### config.mk
export PLATFORM = sky130hd
export DESIGN_NAME = sci_baud_gen
export DESIGN_NICKNAME = d
export VERILOG_FILES = /design/src/rtl/sci_baud_pkg.sv /design/src/rtl/sci_rate_reg.sv /design/src/rtl/sci_prescaler.sv /design/src/rtl/sci_bit_div.sv /design/src/rtl/sci_baud_gen.sv
export SDC_FILE = /design/constraint.sdc
export NUM_CORES = 1
export LEC_CHECK = 0
export ABC_AREA = 1
export BUFFER_PORTS_ARGS = -buffer_cell sky130_fd_sc_hd__buf_4
export CAP_MARGIN = 40
export CORE_MARGIN = 2
export CORE_UTILIZATION = 50
export DETAILED_ROUTE_END_ITERATION = 10
export HOLD_SLACK_MARGIN = 0.12
export PLACE_DENSITY = 0.75
export SLEW_MARGIN = 0
export SYNTH_ARGS = -nofsm -noshare
export SYNTH_HDL_FRONTEND = slang
export SYNTH_SLANG_ARGS = --single-unit
### constraint.sdc
create_clock -name clk -period 2 [get_ports clk]
set_clock_uncertainty 0.1 [all_clocks]
set_input_delay 0.3 -clock clk [delete_from_list [all_inputs] [get_ports clk]]
set_output_delay 0.3 -clock clk [all_outputs]
set_load 0.01 [all_outputs]
### src/rtl/sci_baud_pkg.sv
package sci_baud_pkg;

    localparam int REG_W      = 8;
    localparam int PRE_CODE_W = 2;
    localparam int EXP_W      = 3;
    localparam int PRE_W      = 4;                  // holds the largest ratio, 13
    localparam int POW_W      = (1 << EXP_W) - 1;   // holds 2^7 - 1
    localparam logic [REG_W-1:0] BOOT_VALUE = 8'h33;

    // Layout of the rate register; field positions are decoded below.
    typedef struct packed {
        logic                  test_clr;   // bit 7, stored only
        logic                  spare;      // bit 6, stored only
        logic [PRE_CODE_W-1:0] pre_code;   // bits 5:4
        logic                  test_chk;   // bit 3, stored only
        logic [EXP_W-1:0]      pow_exp;    // bits 2:0
    } rate_reg_t;

    function automatic logic [PRE_W-1:0] pre_ratio(input logic [PRE_CODE_W-1:0] code);
        case (code)
            2'b00:   return PRE_W'(1);
            2'b01:   return PRE_W'(3);
            2'b10:   return PRE_W'(4);
            default: return PRE_W'(13);
        endcase
    endfunction

endpackage

### src/rtl/sci_rate_reg.sv
module sci_rate_reg
    import sci_baud_pkg::*;
#(
    parameter int OVS_LOG2 = 4,
    parameter int CYC_W    = PRE_W + POW_W + OVS_LOG2
) (
    input  logic             clk,
    input  logic             rst,
    input  logic             boot_mode,
    input  logic             wr_en,
    input  logic [REG_W-1:0] wr_data,
    output rate_reg_t        reg_q,
    output logic [PRE_W-1:0] pre_lim,
    output logic [POW_W-1:0] pow_lim,
    output logic [CYC_W-1:0] cycles_per_bit
);

    logic [PRE_W-1:0] ratio;

    always_ff @(posedge clk) begin
        if (rst) begin
            reg_q <= boot_mode ? rate_reg_t'(BOOT_VALUE) : rate_reg_t'('0);
        end else if (wr_en) begin
            reg_q <= rate_reg_t'(wr_data);
        end
    end

    always_comb begin
        ratio          = pre_ratio(reg_q.pre_code);
        pre_lim        = ratio - PRE_W'(1);
        pow_lim        = (POW_W'(1) << reg_q.pow_exp) - POW_W'(1);
        cycles_per_bit = CYC_W'(ratio) << (int'(reg_q.pow_exp) + OVS_LOG2);
    end

    // reset-load check, needs the reset and strap of the previous cycle
    logic rst_d, boot_d;
    always_ff @(posedge clk) begin
        rst_d  <= rst;
        boot_d <= boot_mode;
        if (rst_d && !rst) begin
            AST_RESET_LOAD: assert (reg_q == (boot_d ? rate_reg_t'(BOOT_VALUE) : rate_reg_t'('0)));
        end
    end

    AST_REG_HOLD: assert property (@(posedge clk) disable iff (rst)
        !wr_en |=> $stable(reg_q));

    AST_REG_LOAD: assert property (@(posedge clk) disable iff (rst)
        wr_en |=> reg_q == $past(wr_data));

endmodule

### src/rtl/sci_prescaler.sv
module sci_prescaler
    import sci_baud_pkg::*;
(
    input  logic             clk,
    input  logic             rst,
    input  logic             restart,
    input  logic [PRE_W-1:0] pre_lim,
    input  logic [POW_W-1:0] pow_lim,
    output logic             tick_x16
);

    logic [PRE_W-1:0] pre_cnt;
    logic [POW_W-1:0] pow_cnt;
    logic             pre_wrap;

    assign pre_wrap = (pre_cnt == pre_lim);

    always_ff @(posedge clk) begin
        if (rst || restart) begin
            pre_cnt <= '0;
            pow_cnt <= '0;
        end else if (pre_wrap) begin
            pre_cnt <= '0;
            pow_cnt <= (pow_cnt == pow_lim) ? '0 : pow_cnt + POW_W'(1);
        end else begin
            pre_cnt <= pre_cnt + PRE_W'(1);
        end
    end

    assign tick_x16 = !restart && pre_wrap && (pow_cnt == pow_lim);

    AST_CNT_BOUND: assert property (@(posedge clk) disable iff (rst)
        (pre_cnt <= pre_lim) && (pow_cnt <= pow_lim));

    AST_RESTART_CLEARS: assert property (@(posedge clk) disable iff (rst)
        restart |=> (pre_cnt == '0) && (pow_cnt == '0));

endmodule

### src/rtl/sci_bit_div.sv
module sci_bit_div #(
    parameter int OVS_LOG2 = 4
) (
    input  logic clk,
    input  logic rst,
    input  logic restart,
    input  logic tick_x16,
    output logic tick_bit
);

    localparam logic [OVS_LOG2-1:0] LAST = '1;

    logic [OVS_LOG2-1:0] os_cnt;

    always_ff @(posedge clk) begin
        if (rst || restart) begin
            os_cnt <= '0;
        end else if (tick_x16) begin
            os_cnt <= os_cnt + OVS_LOG2'(1);
        end
    end

    assign tick_bit = tick_x16 && (os_cnt == LAST);

    AST_OS_ADVANCE: assert property (@(posedge clk) disable iff (rst)
        tick_x16 |=> os_cnt == $past(os_cnt) + OVS_LOG2'(1));

    AST_OS_IDLE: assert property (@(posedge clk) disable iff (rst)
        (!tick_x16 && !restart) |=> $stable(os_cnt));

endmodule

### src/rtl/sci_baud_gen.sv
module sci_baud_gen
    import sci_baud_pkg::*;
#(
    parameter int OVS_LOG2 = 4,
    parameter int CYC_W    = PRE_W + POW_W + OVS_LOG2
) (
    input  logic             clk,
    input  logic             rst,
    input  logic             boot_mode,
    input  logic             wr_en,
    input  logic [REG_W-1:0] wr_data,
    output logic [REG_W-1:0] rate_q,
    output logic             tick_x16,
    output logic             tick_bit,
    output logic [CYC_W-1:0] bit_cycles
);

    rate_reg_t        reg_q;
    logic [PRE_W-1:0] pre_lim;
    logic [POW_W-1:0] pow_lim;

    sci_rate_reg #(.OVS_LOG2(OVS_LOG2), .CYC_W(CYC_W)) u_reg (
        .clk            (clk),
        .rst            (rst),
        .boot_mode      (boot_mode),
        .wr_en          (wr_en),
        .wr_data        (wr_data),
        .reg_q          (reg_q),
        .pre_lim        (pre_lim),
        .pow_lim        (pow_lim),
        .cycles_per_bit (bit_cycles)
    );

    sci_prescaler u_pre (
        .clk      (clk),
        .rst      (rst),
        .restart  (wr_en),
        .pre_lim  (pre_lim),
        .pow_lim  (pow_lim),
        .tick_x16 (tick_x16)
    );

    sci_bit_div #(.OVS_LOG2(OVS_LOG2)) u_bit (
        .clk      (clk),
        .rst      (rst),
        .restart  (wr_en),
        .tick_x16 (tick_x16),
        .tick_bit (tick_bit)
    );

    assign rate_q = reg_q;

    AST_NO_TICK_ON_WRITE: assert property (@(posedge clk) disable iff (rst)
        wr_en |-> !tick_x16 && !tick_bit);

    AST_BIT_WITH_X16: assert property (@(posedge clk) disable iff (rst)
        tick_bit |-> tick_x16);

endmodule

After elaboration in Yosys (flattened, before gate mapping) --
Cells that the tools add are included. W data, S select, Z words.
Storage, ports and cells: input port bits 12, bits in registers 23, output and inout bits 25, word-level logic and storage cells 34
Cells by class: equal/unequal tests 5, reductions and logical operators 8, shift-type cells 2, multiplexer cells 5, add/sub/neg operators 6
Operators with widths (number):
- $shl A4 B32 Y15 | 1
- $mux W8 | 2
- $pmux W4 S3 | 1
- $add A4 B1 Y4 const B | 2
- $add A7 B1 Y7 const B | 1
- $eq A7 B7 Y1 | 1
- $mux W7 | 1
- $shl A1 B3 Y7 const A | 1
- $sub A7 B2 Y7 const B | 1
- $mux W6 | 1
- $add A3 B3 Y4 const B | 1
- $eq A4 B4 Y1 | 1
- $eq A4 B4 Y1 const B | 1
- $sub A4 B1 Y4 const B | 1
- $logic_and A1 B1 Y1 | 3
- $eq A2 B1 Y1 const B | 1
- $eq A2 B2 Y1 const B | 1
- $logic_not A2 Y1 | 1
- $reduce_bool A2 Y1 | 1
- $reduce_or A2 Y1 | 1
- $logic_not A1 Y1 | 1
- $logic_or A1 B1 Y1 | 1

Logic depth before layout (Yosys ltp) --
Gate-level depths: netlist of run 1.
word-level depth 7, mapped depth 13, depth with buffers taken out 13

Hierarchy --
From an unflattened synthesis of run 1, not the netlist that was laid out.
Second synthesis, totals: cells, all modules 247, area, all modules 1594.0 um^2
By module, submodules not included:
- sci_prescaler | seq. area each 220.2 um^2, area each 774.5 um^2, cells an instance 133, times used 1
- sci_rate_reg | seq. area each 240.2 um^2, area each 639.4 um^2, cells an instance 88, times used 1
- sci_bit_div | seq. area each 80.1 um^2, area each 180.2 um^2, cells an instance 26, times used 1

Least setup slack after synthesis of run 1 --
No wires, ideal clock.
kind flip-flop to output port, start point register, netlist name u_reg.reg_q[5], end point output port tick_bit, buffers on the path 0, stages on the path, launching flop included 10, data arrival time 1656 ps, setup slack -56 ps, data required time 1600 ps, cells stage by stage edfxtp_1 ha_1 inv_1 nand2_1 nand2_1 nor2_1 nand2_2 nor2_2 nand4_1 nor2_1
Between the ends: word-level cells in the longest chain between the ends 7, elaborated cells on any way between the ends 9, those cells by class 1 x add/sub; 3 x eq/ne; 1 x mux; 4 x reduce/logical
RTL lines:
- $eq A2 B2 Y1 (tied with other cells) | line sci_baud_pkg.sv:20 | case (code)
- $pmux W4 S3 * | line sci_baud_pkg.sv:20
- $sub A4 B1 Y4 * | line sci_rate_reg.sv:30 | pre_lim = ratio - PRE_W'(1);
- $eq A4 B4 Y1 * | line sci_prescaler.sv:16 | assign pre_wrap = (pre_cnt == pre_lim);
- $logic_and A1 B1 Y1 * (2 in a row) | line sci_prescaler.sv:30 | assign tick_x16 = !restart && pre_wrap && (pow_cnt == pow_lim);
- $logic_and A1 B1 Y1 * | line sci_bit_div.sv:23 | assign tick_bit = tick_x16 && (os_cnt == LAST);
- end, declared | line sci_baud_gen.sv:14 | output logic tick_bit,
Mark *: on every way between the ends. The rest lies on a longest branch, timed or not.

Worst setup path after layout of run 1 --
start point register, netlist name u_reg.reg_q[4], end point output port tick_bit
Between the ends: word-level cells in the longest chain between the ends 7, elaborated cells on any way between the ends 9, those cells by class 1 x add/sub; 3 x eq/ne; 1 x mux; 4 x reduce/logical
RTL lines (line):
- $eq A2 B2 Y1 (tied with other cells) | sci_baud_pkg.sv:20
- $pmux W4 S3 * | sci_baud_pkg.sv:20
- $sub A4 B1 Y4 * | sci_rate_reg.sv:30
- $eq A4 B4 Y1 * | sci_prescaler.sv:16
- $logic_and A1 B1 Y1 * (2 in a row) | sci_prescaler.sv:30
- $logic_and A1 B1 Y1 * | sci_bit_div.sv:23
Marks and branches as above.

==> summary.log, run 1 <==
qor: run_status.status finished with violations
qor: run_status.violations negative setup slack
qor: place.hpwl 2.67 mm
qor: setup_path.worst-endpoint-required 1.60 ns
qor: timing.timing.final.hold_violations 0
qor: timing.min_period_over_period 115%
qor: setup_path.path_buf_inv 3
qor: floorplan.die_area 3700 sq um
qor: setup_path.critical-path-max-stage-delay 0.44 ns
qor: synth.netlist-cell-type-count 31
qor: setup_path.worst-path-stages 11
qor: global_route.grtUsageTotal 20.4%
qor: setup_path.critPathMaxFanout 4
qor: synth.post_synth.cell_area_avg 7.08 sq um
qor: pwr.max-vdd-ir-drop 0.408 mV
qor: routing.detailedRoute.firstPassIterationCount 4
qor: pwr.power_density 582 nW/um^2
qor: place.portBuffers 32
qor: synth.synthArstFlopShare 0%
qor: timing.worst_slack_setup_final -0.298 ns
qor: floorplan.placeableCoreArea 3050 sq um
qor: floorplan.die_y 60.8 um
qor: clock_tree.clock_tree.buffer_depth 2
qor: setup_path.reg2regPathDepth 15
qor: place.post_dp_cell_area 1980 sq um
qor: timing.drv_slew 0
qor: synth.synth_seq_cells 23
qor: routing.vias 1,559
qor: setup_path.start_kind flip-flop
qor: floorplan.fp-row-count 20
qor: timing.finalSetupViolations 10
qor: final_layout.insertedDiodeCount 0
qor: synth.warnings_synthesis 0
qor: floorplan.initial_core_util 52.9%
qor: pwr.static_leakage 1.04 nW
qor: global_route.maximum_number_of_pins_on_one_net_before_global_route_repair 13
qor: routing.drcViolationCount 0
qor: global_route.grt_first_pass_wirelength 5.64 mm
qor: setup_path.critPathCaptureType output pin
qor: synth.synth.top_cells.by_area sky130_fd_sc_hd__dfxtp_1 19%, sky130_fd_sc_hd__edfxtp_1 15%, sky130_fd_sc_hd__nand2_1 13%, sky130_fd_sc_hd__nor2_1 7.9%, sky130_fd_sc_hd__inv_1 7.0%
qor: clock_tree.cts.sink_count 23
qor: clock_tree.clock_insertion_delay_worst_skew 0.31 ns
qor: clock_tree.cts_inserted_buffers 3
qor: routing.wire_per_inst 11.3 um
qor: synth.ys_seq_area_share 33.5%
qor: clock_tree.cts_max_level 1
qor: clock_tree.path_clk_slew 0.12 ns
qor: pwr.design_power_total 0.00129 W
qor: setup_path.critPathTopFamily simple AND/OR/NAND/NOR gates
qor: setup_path.cp.arrival 1.90 ns
qor: routing.detail_route.iter0.violations 33
qor: global_route.number_of_global_route_vias_before_repair 1,387
qor: worst_hold_path.holdCritStartpoint wr_data[4]
qor: setup_path.r2r-start u_reg.reg_q[4]
qor: synth.yosysTopAreaCell sky130_fd_sc_hd__dfxtp_1
qor: setup_path.worst_path_max_delay_cell sky130_fd_sc_hd__edfxtp_1
qor: flow_run.cap_viol_max_count 0
qor: final_layout.drive_above_1_share 38.4%
qor: synth.yosys_most_used_dff sky130_fd_sc_hd__dfxtp_1
qor: global_route.grt_antenna_before_repair 0
qor: place.gp_routability_congestion 0.890
qor: worst_hold_path.classification_of_the_worst_slack_hold_path in2reg
qor: routing.finalWirelength 3.72 mm
qor: synth.number_of_enable_flip_flop_cells_after_synthesis 8
qor: routing.drt.antenna.violating_nets 0
qor: routing.viasPerCell 4.75
qor: clock_tree.tritoncts done
qor: synth.synth_top_area_share 18.6%
qor: floorplan.dieWidth 60.8 um
qor: final_layout.area_growth_syn_to_layout 37.3%
qor: timing.rsz0062_at_grt true
qor: final_layout.finish.net_count 305
qor: synth.synth.cell_area 1610 sq um
qor: final_layout.final_cell_area 2220 sq um
qor: setup_path.reg2reg_capture_point u_pre.pow_cnt[4]
qor: floorplan.ios 37
qor: timing.min_cycle_time_layout 2.30 ns
qor: clock_tree.clockRootBuffer sky130_fd_sc_hd__clkbuf_4
qor: worst_hold_path.worst_hold_path.num_cells 3
qor: timing.clock.fmax 435 MHz
qor: setup_path.timing.reg2reg.setup_slack 0 ns
qor: synth.number_of_instances_in_the_synthesized_netlist 228
qor: setup_path.timing_worst_setup_path_type reg2out
qor: setup_path.crit_chain inv_2 > ha_2 > inv_1 > nand2_1 > nand2_1 > nor2_2 > nand2_2 > nor2_4 > nand4_1 > nor2_2 > buf_4
qor: global_route.grt_remaining_overflow 0
qor: worst_hold_path.hold_path_end u_reg.reg_q[4]
==> layout by cell type, fill, tap and decap left out, drive strengths merged <==
master  instances
clkbuf          4
clkinv          2
nand2          64
dfxtp          15
o31ai           1
nand4          11
nor3            1
nor2           41
nand3          12
a21oi           5
inv            34
ha              8
edfxtp          8
xor2            6
o22ai           1
o21ai           8
conb            4
nand3b          1
xnor2           1
buf            57
==> cell families (layout without fill, tap and decap cells) <==
family | Yosys count | in the layout | synth area share (%)
buf+inv | 44 | 97 | 12.6
compound gates | 15 | 15 | 5.58
flops | 23 | 23 | 33.5
simple gates | 130 | 130 | 38.1
other cells | 1 | 4 | 0.232
fa+ha+maj | 8 | 8 | 6.20
xor+xnor | 7 | 7 | 3.80
==> layout make-up <==
cell class	instances	area [sq um]
multi-input cells	164	992
fillers	275	837
flip-flops and latches	23	541
repair buffers	57	450
inverters	36	151
well taps	44	55.1
clock buffers	4	26.3
==> sequential cells by signal, summed over array words and instances (netlist names) <==
register	flops
u_pre.pow_cnt	7
u_bit.os_cnt	4
u_pre.pre_cnt	4
u_reg.reg_q	8
==> per-layer routing <==
| layer | track usage (%) | wire, um |
|---|---|---|
| met5 | 0 | 0 |
| met1 | 24.7 | 1630 |
| met4 | 7.45 | 82 |
| met2 | 35.6 | 1850 |
| met3 | 4.26 | 159 |
==> where the power goes <==
group	switching [W]	total [W]	internal, W
logic	0.000294	0.000544	0.000251
clock network	0.000136	0.000214	0.0000780
registers	0.0000237	0.000532	0.000508
==> timing repair <==
| item | CTS | global route |
|---|---|---|
| setup buffers | 4 | 8 |
| hold buffers | 0 | 0 |
| pin swaps | 7 | 10 |
| gates resized for setup | 22 | 22 |
| endpoints found under the setup margin | 9 | 20 |
==> stage by stage <==
step | setup TNS (ns) | instances | setup WS (ns) | hold WS [ns] | utilization (%)
after global routing | -2.96 | 328 | -0.400 | 0.141 | 72.6
after detailed placement | 0 | 314 | 0.0568 | 0.360 | 64.7
after CTS | -1.79 | 322 | -0.300 | 0.134 | 68.7
final | -1.62 | 328 | -0.298 | 0.141 | 72.6
after global placement | 0 | 314 | 0.0834 | 0.347 | 64.7
after floorplan | 0 | 231 | 0.0117 | 0.341 | -
==> worst reg2reg max path, cell delays in order (launching register included) <==
cell and delay [ns]:
sky130_fd_sc_hd__edfxtp_1 0.44, sky130_fd_sc_hd__inv_2 0.11, sky130_fd_sc_hd__ha_2 0.23, sky130_fd_sc_hd__inv_1 0.05
sky130_fd_sc_hd__nand2_1 0.05, sky130_fd_sc_hd__nand2_1 0.06, sky130_fd_sc_hd__nor2_2 0.11, sky130_fd_sc_hd__nand2_2 0.09
sky130_fd_sc_hd__buf_4 0.14, sky130_fd_sc_hd__buf_6 0.13, sky130_fd_sc_hd__inv_6 0.07, sky130_fd_sc_hd__nand4_1 0.10
sky130_fd_sc_hd__inv_1 0.08, sky130_fd_sc_hd__nand2_1 0.04, sky130_fd_sc_hd__nand2_1 0.06, sky130_fd_sc_hd__nor2_1 0.04
==> worst max path at each step <==
stage                         from        to
floorplan           u_reg.reg_q[5]  tick_bit
finish              u_reg.reg_q[4]  tick_bit
global route        u_reg.reg_q[4]  tick_bit
CTS                 u_reg.reg_q[1]  tick_bit
global placement    u_reg.reg_q[1]  tick_bit
detailed placement  u_reg.reg_q[2]  tick_x16
==> synthesized netlist by cell type, types with 2 or more instances <==
cell type,count
sky130_fd_sc_hd__o21ai_0,5
sky130_fd_sc_hd__inv_1,30
sky130_fd_sc_hd__buf_4,5
sky130_fd_sc_hd__nand4_1,11
sky130_fd_sc_hd__dfxtp_1,15
sky130_fd_sc_hd__nor2_2,4
sky130_fd_sc_hd__xor2_1,6
sky130_fd_sc_hd__inv_2,4
sky130_fd_sc_hd__nor2_1,34
sky130_fd_sc_hd__nand3_1,9
sky130_fd_sc_hd__ha_1,8
sky130_fd_sc_hd__nand3_2,3
sky130_fd_sc_hd__nand2_2,6
sky130_fd_sc_hd__a21oi_1,5
sky130_fd_sc_hd__buf_6,2
sky130_fd_sc_hd__nor2_4,2
sky130_fd_sc_hd__nand2_1,57
sky130_fd_sc_hd__edfxtp_1,8
sky130_fd_sc_hd__o21ai_1,2
No activity file was read; power rests on OpenSTA's default activity.
==> inputs of run 2 (changes only) <==
CELL_PAD_IN_SITES_DETAIL_PLACEMENT = 2   (was default)
CELL_PAD_IN_SITES_GLOBAL_PLACEMENT = 2   (was default)
CORE_UTILIZATION = 28   (was 50)
PLACE_DENSITY = default   (was 0.75)
PLACE_DENSITY_LB_ADDON = 0.1   (was default)
SYNTH_HIERARCHICAL = 1   (was default)
==> run 2 against run 1 <==
  * The run still ends with negative setup slack left
  * Register-to-register slack worse by 0.32 ns
  * Synthesized area down 1.2%
  * Cell count up 18%
  * Non-clock buffer count up 14
  * Count of clock-buffer cells in the layout unchanged
  * Die area up 71%
  * Clock power up 56%
  * Synthesized cell count up 8.3%
  * Global-route usage down 1.1 points
  * Cell area up 11%
  * Wire length up 78%
  * Largest cell class unchanged
  * Largest power group unchanged
  * Highest routed layer unchanged
==> summary.log, run 2 <==
qor: final_layout.largest_register u_reg/reg_q
qor: floorplan.ios 37 [unchanged]
qor: place.hpwl 3.84 mm [+44%]
qor: timing.min_cycle_time_layout 2.52 ns [+0.220 ns]
qor: synth.yosysTopAreaCell sky130_fd_sc_hd__dfxtp_1
qor: global_route.grt_remaining_overflow 0 [unchanged]
qor: global_route.number_of_global_route_vias_before_repair 1,972 [+42%]
qor: synth.ys_seq_area_share 33.9% [+0.42 points]
qor: final_layout.reg.largest.list u_reg/reg_q (8), u_pre/pow_cnt (7)
qor: setup_path.critPathCaptureType output pin
qor: floorplan.die_y 79.5 um [+31%]
qor: synth.synth_top_area_share 18.8% [+0.23 points]
qor: worst_hold_path.classification_of_the_worst_slack_hold_path in2reg
qor: setup_path.start_kind flip-flop
qor: run_status.status finished with violations
qor: synth.post_synth.cell_area_avg 6.45 sq um [-8.8%]
qor: pwr.share_of_total_power_in_combinational_logic 43.4% [+1.2 points]
qor: clock_tree.post_cts_hold_buffer_count 0 [unchanged]
qor: pwr.internal_power 0.000951 W [+14%]
qor: clock_tree.path_clk_slew 0.10 ns [-0.02 ns]
qor: place.portBuffers 32 [unchanged]
qor: setup_path.critPathTopFamily simple AND/OR/NAND/NOR gates
qor: setup_path.critical-path-max-stage-delay 0.46 ns [+0.02 ns]
qor: timing.drv_slew 0 [unchanged]
qor: synth.number_of_instances_in_the_synthesized_netlist 247 [+8.3%]
qor: clock_tree.clock_insertion_delay_worst_skew 0.30 ns [about the same]
qor: synth.netlist-cell-type-count 27 [-13%]
qor: synth.yosys_most_used_dff sky130_fd_sc_hd__dfxtp_1
qor: clock_tree.clockRootBuffer sky130_fd_sc_hd__clkbuf_8
qor: final_layout.largest_reg_flops 8 [unchanged]
qor: routing.detail_route.iter0.violations 43 [+30%]
qor: setup_path.cp.arrival 2.12 ns [+0.22 ns]
qor: synth.netlist_top_cells_count 77 x sky130_fd_sc_hd__nand2_1, 41 x sky130_fd_sc_hd__nor2_1, 38 x sky130_fd_sc_hd__inv_1
qor: clock_tree.clock_tree.buffer_depth 2 [unchanged]
qor: floorplan.dieWidth 79.5 um [+31%]
qor: pwr.power.clock.fraction 21.8% [+5.2 points]
qor: floorplan.initial_core_util 28.9% [-24 points]
qor: setup_path.critPathMaxFanout 4 [unchanged]
qor: timing.rsz0062_at_grt true
qor: global_route.grt_first_pass_wirelength 9.41 mm [+67%]
qor: timing.finalSetupViolations 16 [+6]
qor: pwr.power.share.switching 37.9% [+2.8 points]
qor: routing.finalWirelength 6.63 mm [+78%]
qor: pwr.max-vdd-ir-drop 0.276 mV [-32%]
qor: final_layout.final_core_utilization 44.8% [-28 points]
qor: final_layout.area_growth_syn_to_layout 54.8%
qor: setup_path.worst_path_max_delay_cell sky130_fd_sc_hd__edfxtp_1
qor: pwr.static_leakage 1.18 nW [+14%]
qor: synth.warnings_synthesis 6 [+6]
qor: final_layout.insertedDiodeCount 0 [unchanged]
qor: floorplan.die_area 6310 sq um [+71%]
qor: timing.timing.final.hold_violations 0 [unchanged]
qor: routing.wire_per_inst 17.1 um [+51%]
qor: pwr.p_sw 0.000580 W [+28%]
qor: place.gp_routability_congestion 0.721 [-19%]
qor: synth.synth.cell_area 1590 sq um [-1.2%]
qor: setup_path.worst-endpoint-required 1.60 ns [about the same]
qor: setup_path.timing_worst_setup_path_type reg2out
qor: run_status.violations negative setup slack
qor: routing.drt.antenna.violating_nets 0 [unchanged]
qor: floorplan.fp-row-count 27 [+35%]
qor: routing.vias 1,834 [+18%]
qor: timing.hold_slack 0.170 ns [+0.0290 ns]
qor: synth.synthMostInstantiatedCell sky130_fd_sc_hd__nand2_1
qor: setup_path.crit_chain inv_2 > ha_4 > inv_1 > nand2_1 > nand2_2 > nor2_4 > nand2_2 > inv_2 > nand2_4 > nor2_4 > nand3_2 > nor2_4 > buf_6
qor: clock_tree.cts.sink_count 23 [unchanged]
qor: routing.detailedRoute.firstPassIterationCount 4 [unchanged]
qor: final_layout.mostFrequentLayoutCell sky130_fd_sc_hd__nand2_1
qor: timing.worst_slack_setup_final -0.518 ns [-0.220 ns]
qor: routing.drcViolationCount 0 [unchanged]
qor: setup_path.cpMostUsedCell sky130_fd_sc_hd__nor2_4
qor: final_layout.finish.net_count 336 [+10%]
qor: synth.number_of_enable_flip_flop_cells_after_synthesis 8 [unchanged]
qor: setup_path.path_buf_inv 4 [+1]
qor: final_layout.drive_above_1_share 43.2% [+4.8 points]
qor: timing.min_period_over_period 126% [+11 points]
qor: pwr.pwr-share-seq 34.8% [-6.5 points]
qor: pwr.power_density 621 nW/um^2 [+6.6%]
qor: clock_tree.cts_max_level 1 [unchanged]
qor: global_route.maximum_number_of_pins_on_one_net_before_global_route_repair 13 [unchanged]
qor: clock_tree.tritoncts done
qor: routing.viasPerCell 4.74 [-0.30%]
qor: timing.clock.fmax 397 MHz [-8.7%]
qor: flow_run.cap_viol_max_count 0 [unchanged]
qor: global_route.grt_antenna_before_repair 0 [unchanged]
qor: global_route.grtUsageTotal 19.3% [-1.1 points]
qor: final_layout.final_cell_mix 63 x sky130_fd_sc_hd__nand2_1, 58 x sky130_fd_sc_hd__buf_4, 32 x sky130_fd_sc_hd__inv_1
qor: clock_tree.cts_inserted_buffers 3 [unchanged]
qor: synth.synthArstFlopShare 0% [unchanged]
qor: floorplan.placeableCoreArea 5510 sq um [+80%]
qor: synth.synth.top_cells.by_area sky130_fd_sc_hd__dfxtp_1 19%, sky130_fd_sc_hd__nand2_1 18%, sky130_fd_sc_hd__edfxtp_1 15%, sky130_fd_sc_hd__nor2_1 9.7%, sky130_fd_sc_hd__inv_1 8.9%
qor: synth.synth_seq_cells 23 [unchanged]
## run 2: per-stage QoR
| step | TNS, ns | setup WS (ns) | power, W | area [sq um] | std cells |
|---|---|---|---|---|---|
| floorplan | -0.291 | -0.220 | 0.000797 | 1630 | 250 |
| global placement | -0.449 | -0.193 | 0.000975 | 2040 | 365 |
| detailed placement | -1.37 | -0.351 | 0.000993 | 2040 | 365 |
| CTS | -4.47 | -0.423 | 0.00141 | 2280 | 381 |
| global route | -6.84 | -0.624 | 0.00161 | 2470 | 387 |
| finish | -5.48 | -0.518 | 0.00153 | 2470 | 387 |
## run 2: power by group through the flow
stage	Sequential, W	Combinational [W]	Clock (W)
global route	0.000536	0.000716	0.000356
finish	0.000533	0.000665	0.000333
CTS	0.000530	0.000562	0.000320
detailed placement	0.000540	0.000452	0
global placement	0.000537	0.000438	0
floorplan	0.000545	0.000252	0
## run 2: cell type report
| cell class | instances | area (sq um) |
|---|---|---|
| Clock buffer | 4 | 45.0 |
| Fill cell | 638 | 3040 |
| Inverter | 42 | 163 |
| Multi-Input combinational cell | 175 | 1050 |
| Sequential cell | 23 | 541 |
| Tap cell | 72 | 90.1 |
| Timing Repair Buffer | 71 | 582 |
## run 2: worst register-to-register path: cells and delay by family, from the launching register on
| kind | cells | cell delay (ns) |
|---|---|---|
| adders and majority gates | 1 | 0.19 |
| buffers and inverters | 5 | 0.53 |
| DFF | 1 | 0.46 |
| and+or+nand+nor | 11 | 0.96 |
## run 2: cells by family after synthesis
| kind of cell | after synthesis | share of synthesized area, % |
|---|---|---|
| buffers and inverters | 52 | 14.9 |
| AOI/OAI and AO/OA | 8 | 2.83 |
| and+or+nand+nor | 152 | 40.2 |
| other | 1 | 0.235 |
| adders and majority gates | 8 | 6.28 |
| DFF | 23 | 33.9 |
| xor gates and xnor gates | 3 | 1.65 |
## run 2: path summary, 6_finish.rpt
kind / end / slack [ns] / cells after the start / startpoint
max: tick_bit / -0.52 / 13 / u_reg/reg_q[4]
min reg2reg: u_pre/pre_cnt[0] / 0.42 / 1 / u_pre/pre_cnt[0]
max reg2reg: u_bit/os_cnt[3] / -0.32 / 17 / u_reg/reg_q[4]
min: u_reg/reg_q[5] / 0.17 / 3 / wr_data[5]
## run 2: timing repair
action,in CTS,in global routing
resized for setup,25,50
setup endpoints to repair,16,28
hold endpoints to repair,0,0
pin swaps,8,14
buffers inserted,12,14
## run 2: metal layers
| layer | part of all wire (%) | GRT usage [%] | routed length, um |
|---|---|---|---|
| met5 | 0 | 0 | 0 |
| met4 | 2.1 | 6.21 | 140 |
| met3 | 3.5 | 2.71 | 231 |
| met2 | 56 | 36.7 | 3730 |
| met1 | 38 | 21.8 | 2530 |
==> inputs of run 3 (changes only) <==
--- a/config.mk
+++ b/config.mk
@@ -7,4 +7,5 @@
 export LEC_CHECK = 0
 export ABC_AREA = 1
+export ABC_CLOCK_PERIOD_IN_PS = 2000
 export BUFFER_PORTS_ARGS = -buffer_cell sky130_fd_sc_hd__buf_4
 export CAP_MARGIN = 40
@@ -16,5 +17,5 @@
 export HOLD_SLACK_MARGIN = 0.12
 export PLACE_DENSITY_LB_ADDON = 0.1
-export SLEW_MARGIN = 0
+export SLEW_MARGIN = 20
 export SYNTH_ARGS = -nofsm -noshare
 export SYNTH_HDL_FRONTEND = slang
==> constraint.sdc (replaced) <==
create_clock -name clk -period 2 [get_ports clk]
set_clock_uncertainty 0.1 [all_clocks]
set_input_delay 0.1 -clock clk [delete_from_list [all_inputs] [get_ports clk]]
set_output_delay 0.1 -clock clk [all_outputs]
set_load 0.01 [all_outputs]
==> run 3 against run 2 <==
  * The flow still finishes with violations (negative setup slack)
  * Total power rose by 0.32%
  * Combinational power is 0.6% higher
  * Wire length is 24% higher
  * Critical path type unchanged
  * Critical path depth stayed put
  * Register-to-register slack worse by 0.09 ns
  * Clock power fell by 2%
  * Via count increased by 5.6%
  * Core utilization grew 2.9 points
==> summary.log, run 3 (synthesized netlist as in run 2, its figures left out) <==
qor: routing.detailedRoute.firstPassIterationCount 4 [unchanged]
qor: place.gp_routability_congestion 0.758 [+5.1%]
qor: clock_tree.clock_tree.buffer_depth 2 [unchanged]
qor: flow_run.cap_viol_max_count 0 [unchanged]
qor: setup_path.critPathMaxFanout 5 [+1]
qor: global_route.number_of_global_route_vias_before_repair 2,129 [+8.0%]
qor: timing.rsz0062_at_grt true
qor: pwr.max-vdd-ir-drop 0.290 mV [+5.2%]
qor: setup_path.timing.reg2reg.setup_slack -0.41 ns [-0.09 ns]
qor: routing.drcViolationCount 0 [unchanged]
qor: routing.drt.antenna.violating_nets 0 [unchanged]
qor: pwr.power_density 585 nW/um^2 [-5.7%]
qor: global_route.grt_first_pass_wirelength 11.3 mm [+21%]
qor: final_layout.reg.largest.list u_reg/reg_q (8), u_pre/pow_cnt (7)
qor: clock_tree.cts.sink_count 23 [unchanged]
qor: timing.worst_slack_setup_final -0.442 ns [+0.0763 ns]
qor: clock_tree.cts_max_level 1 [unchanged]
qor: place.portBuffers 32 [unchanged]
qor: timing.clock.fmax 409 MHz [+3.1%]
qor: floorplan.placeableCoreArea 5510 sq um [unchanged]
qor: final_layout.finish.net_count 347 [+3.3%]
qor: clock_tree.path_clk_slew 0.09 ns [about the same]
qor: pwr.static_leakage 1.25 nW [+5.8%]
qor: global_route.grtUsageTotal 23.6% [+4.4 points]
qor: floorplan.die_area 6310 sq um [unchanged]
qor: final_layout.seq_area 541 sq um [unchanged]
qor: final_layout.final_core_utilization 47.7% [+2.9 points]
qor: setup_path.cp-endpoint tick_bit
qor: clock_tree.clockRootBuffer sky130_fd_sc_hd__clkbuf_8
qor: routing.detail_route.iter0.violations 117 [+170%]
qor: timing.hold_slack 0.452 ns [+0.282 ns]
qor: floorplan.fp-row-count 27 [unchanged]
qor: setup_path.reg2regPathDepth 16 [-1]
qor: place.total_instance_count_after_detailed_placement 360 [-1.4%]
qor: final_layout.final_cell_mix 62 x sky130_fd_sc_hd__nand2_1, 49 x sky130_fd_sc_hd__buf_4, 35 x sky130_fd_sc_hd__nor2_1
qor: worst_hold_path.classification_of_the_worst_slack_hold_path reg2reg
qor: final_layout.largest_register u_reg/reg_q
qor: clock_tree.clock_insertion_delay_worst_skew 0.28 ns [-0.02 ns]
qor: global_route.grt_remaining_overflow 0 [unchanged]
qor: final_layout.multi_input_comb_area 1070 sq um [+2.5%]
qor: routing.viasPerCell 4.87 [+2.7%]
qor: clock_tree.tritoncts done
qor: global_route.maximum_number_of_pins_on_one_net_before_global_route_repair 14 [+1]
qor: clock_tree.cts_inserted_buffers 3 [unchanged]
qor: final_layout.drive_above_1_share 39.6% [-3.6 points]
qor: setup_path.r2r-start u_reg/reg_q[2]
qor: final_layout.mostFrequentLayoutCell sky130_fd_sc_hd__nand2_1
qor: timing.timing.final.hold_violations 0 [unchanged]
qor: setup_path.reg2reg_capture_point u_bit/os_cnt[2]
qor: worst_hold_path.holdCritStartpoint u_pre/pre_cnt[0]
qor: routing.wire_per_inst 20.7 um [+21%]
qor: floorplan.initial_core_util 28.9% [unchanged]
qor: run_status.status finished with violations
qor: place.hpwl 3.71 mm [-3.3%]
qor: floorplan.die_y 79.5 um [unchanged]
qor: setup_path.start_kind flip-flop
qor: final_layout.largest_reg_flops 8 [unchanged]
qor: setup_path.cp.arrival 2.24 ns [+0.12 ns]
qor: setup_path.timing_worst_setup_path_type reg2out
qor: place.placement.setup.worst_slack -0.125 ns [+0.226 ns]
qor: final_layout.area_growth_syn_to_layout 64.8%
qor: routing.vias 1,937 [+5.6%]
qor: routing.finalWirelength 8.24 mm [+24%]
qor: setup_path.critPathCaptureType output pin
qor: timing.finalSetupViolations 10 [-6]
qor: setup_path.worst-endpoint-required 1.80 ns [+0.20 ns]
qor: final_layout.insertedDiodeCount 0 [unchanged]
qor: timing.drv_slew 0 [unchanged]
qor: timing.min_period_over_period 122% [-3.8 points]
qor: setup_path.timing.critical_path.from u_reg/reg_q[2]
qor: run_status.violations negative setup slack
qor: timing.min_cycle_time_layout 2.44 ns [-0.0763 ns]
qor: final_layout.n_fill_cell 625 [-2.0%]
qor: floorplan.dieWidth 79.5 um [unchanged]
qor: global_route.grt_antenna_before_repair 0 [unchanged]
qor: floorplan.ios 37 [unchanged]
qor: final_layout.layoutNonFillerInstCount 398 [+2.8%]
run 3: cell types whose count changed in the layout (fill, tap and decap cells not counted), moves of 2 or more:
cell,change
sky130_fd_sc_hd__dlygate4sd3_1,+19
sky130_fd_sc_hd__buf_4,-9
sky130_fd_sc_hd__nor2_1,+5
sky130_fd_sc_hd__nor2_2,-5
sky130_fd_sc_hd__inv_2,+3
sky130_fd_sc_hd__inv_1,-2
sky130_fd_sc_hd__o21ai_1,-2
run 3: power by group:
part	internal [W]	switching [W]	leakage, nW
Combinational	0.000289	0.000380	1.02
Clock	0.000140	0.000188	0.0255
Sequential	0.000508	0.0000307	0.205
Total	0.000937	0.000599	1.25
run 3: metal layers:
layer | wire (um) | part of all wire, % | global-route usage (%) | vias to the layer above
li1 | - | - | - | 902
met1 | 3580 | 43 | 28.0 | 966
met2 | 4180 | 51 | 42.5 | 55
met3 | 293 | 3.6 | 3.39 | 14
met4 | 191 | 2.3 | 9.48 | 0
met5 | 0 | 0 | 0 | -
run 3: metrics by stage:
step	power (W)	setup TNS [ns]	instance area, sq um
3_3_place_gp	0.000959	-0.0285	1990
6_report	0.00154	-2.29	2630
5_1_grt	0.00161	-3.73	2630
3_5_place_dp	0.000974	-0.274	1990
2_1_floorplan	0.000797	-0.0799	1620
4_1_cts	0.00140	-2.14	2430
run 3: area by class of cell:
type / count / share of cell area, %
well taps: 72 / 3.43
clock inverters: 1 / 0.191
clock buffers: 3 / 1.57
repair buffers: 82 / 27.3
flip-flops and latches: 23 / 20.6
multi-input cells: 175 / 40.9
inverters: 42 / 6.10
run 3: what timing repair did:
action / in CTS / in global routing
hold buffers: 19 / 0
buffers inserted: 15 / 8
cloned: 0 / 0
hold endpoints to repair: 13 / 0
gates resized for setup: 26 / 58
setup endpoints to repair: 8 / 24
pin swaps: 10 / 20
run 3: critical path, cell delays in order, from the launching register on:
cell and delay [ns]:
sky130_fd_sc_hd__edfxtp_1 0.51, sky130_fd_sc_hd__inv_2 0.12, sky130_fd_sc_hd__a21oi_4 0.13, sky130_fd_sc_hd__inv_1 0.05
sky130_fd_sc_hd__nand2_1 0.06, sky130_fd_sc_hd__nand2_1 0.06, sky130_fd_sc_hd__nor2_1 0.15, sky130_fd_sc_hd__nand2_1 0.12
sky130_fd_sc_hd__nor2_4 0.16, sky130_fd_sc_hd__nand2_4 0.08, sky130_fd_sc_hd__nor2_4 0.16, sky130_fd_sc_hd__nand3_2 0.10
sky130_fd_sc_hd__nor2_2 0.13, sky130_fd_sc_hd__buf_4 0.13
run 3: worst min path at each step:
stage / end / slack (ns) / cells past startpoint
after floorplan: tick_x16 / 0.13 / 1
after global placement: u_reg/reg_q[4] / 0.27 / 3
after detailed placement: u_reg/reg_q[0] / 0.27 / 3
after CTS: u_pre/pre_cnt[0] / 0.41 / 1
after global routing: u_pre/pre_cnt[0] / 0.47 / 1
final: u_pre/pre_cnt[0] / 0.45 / 1
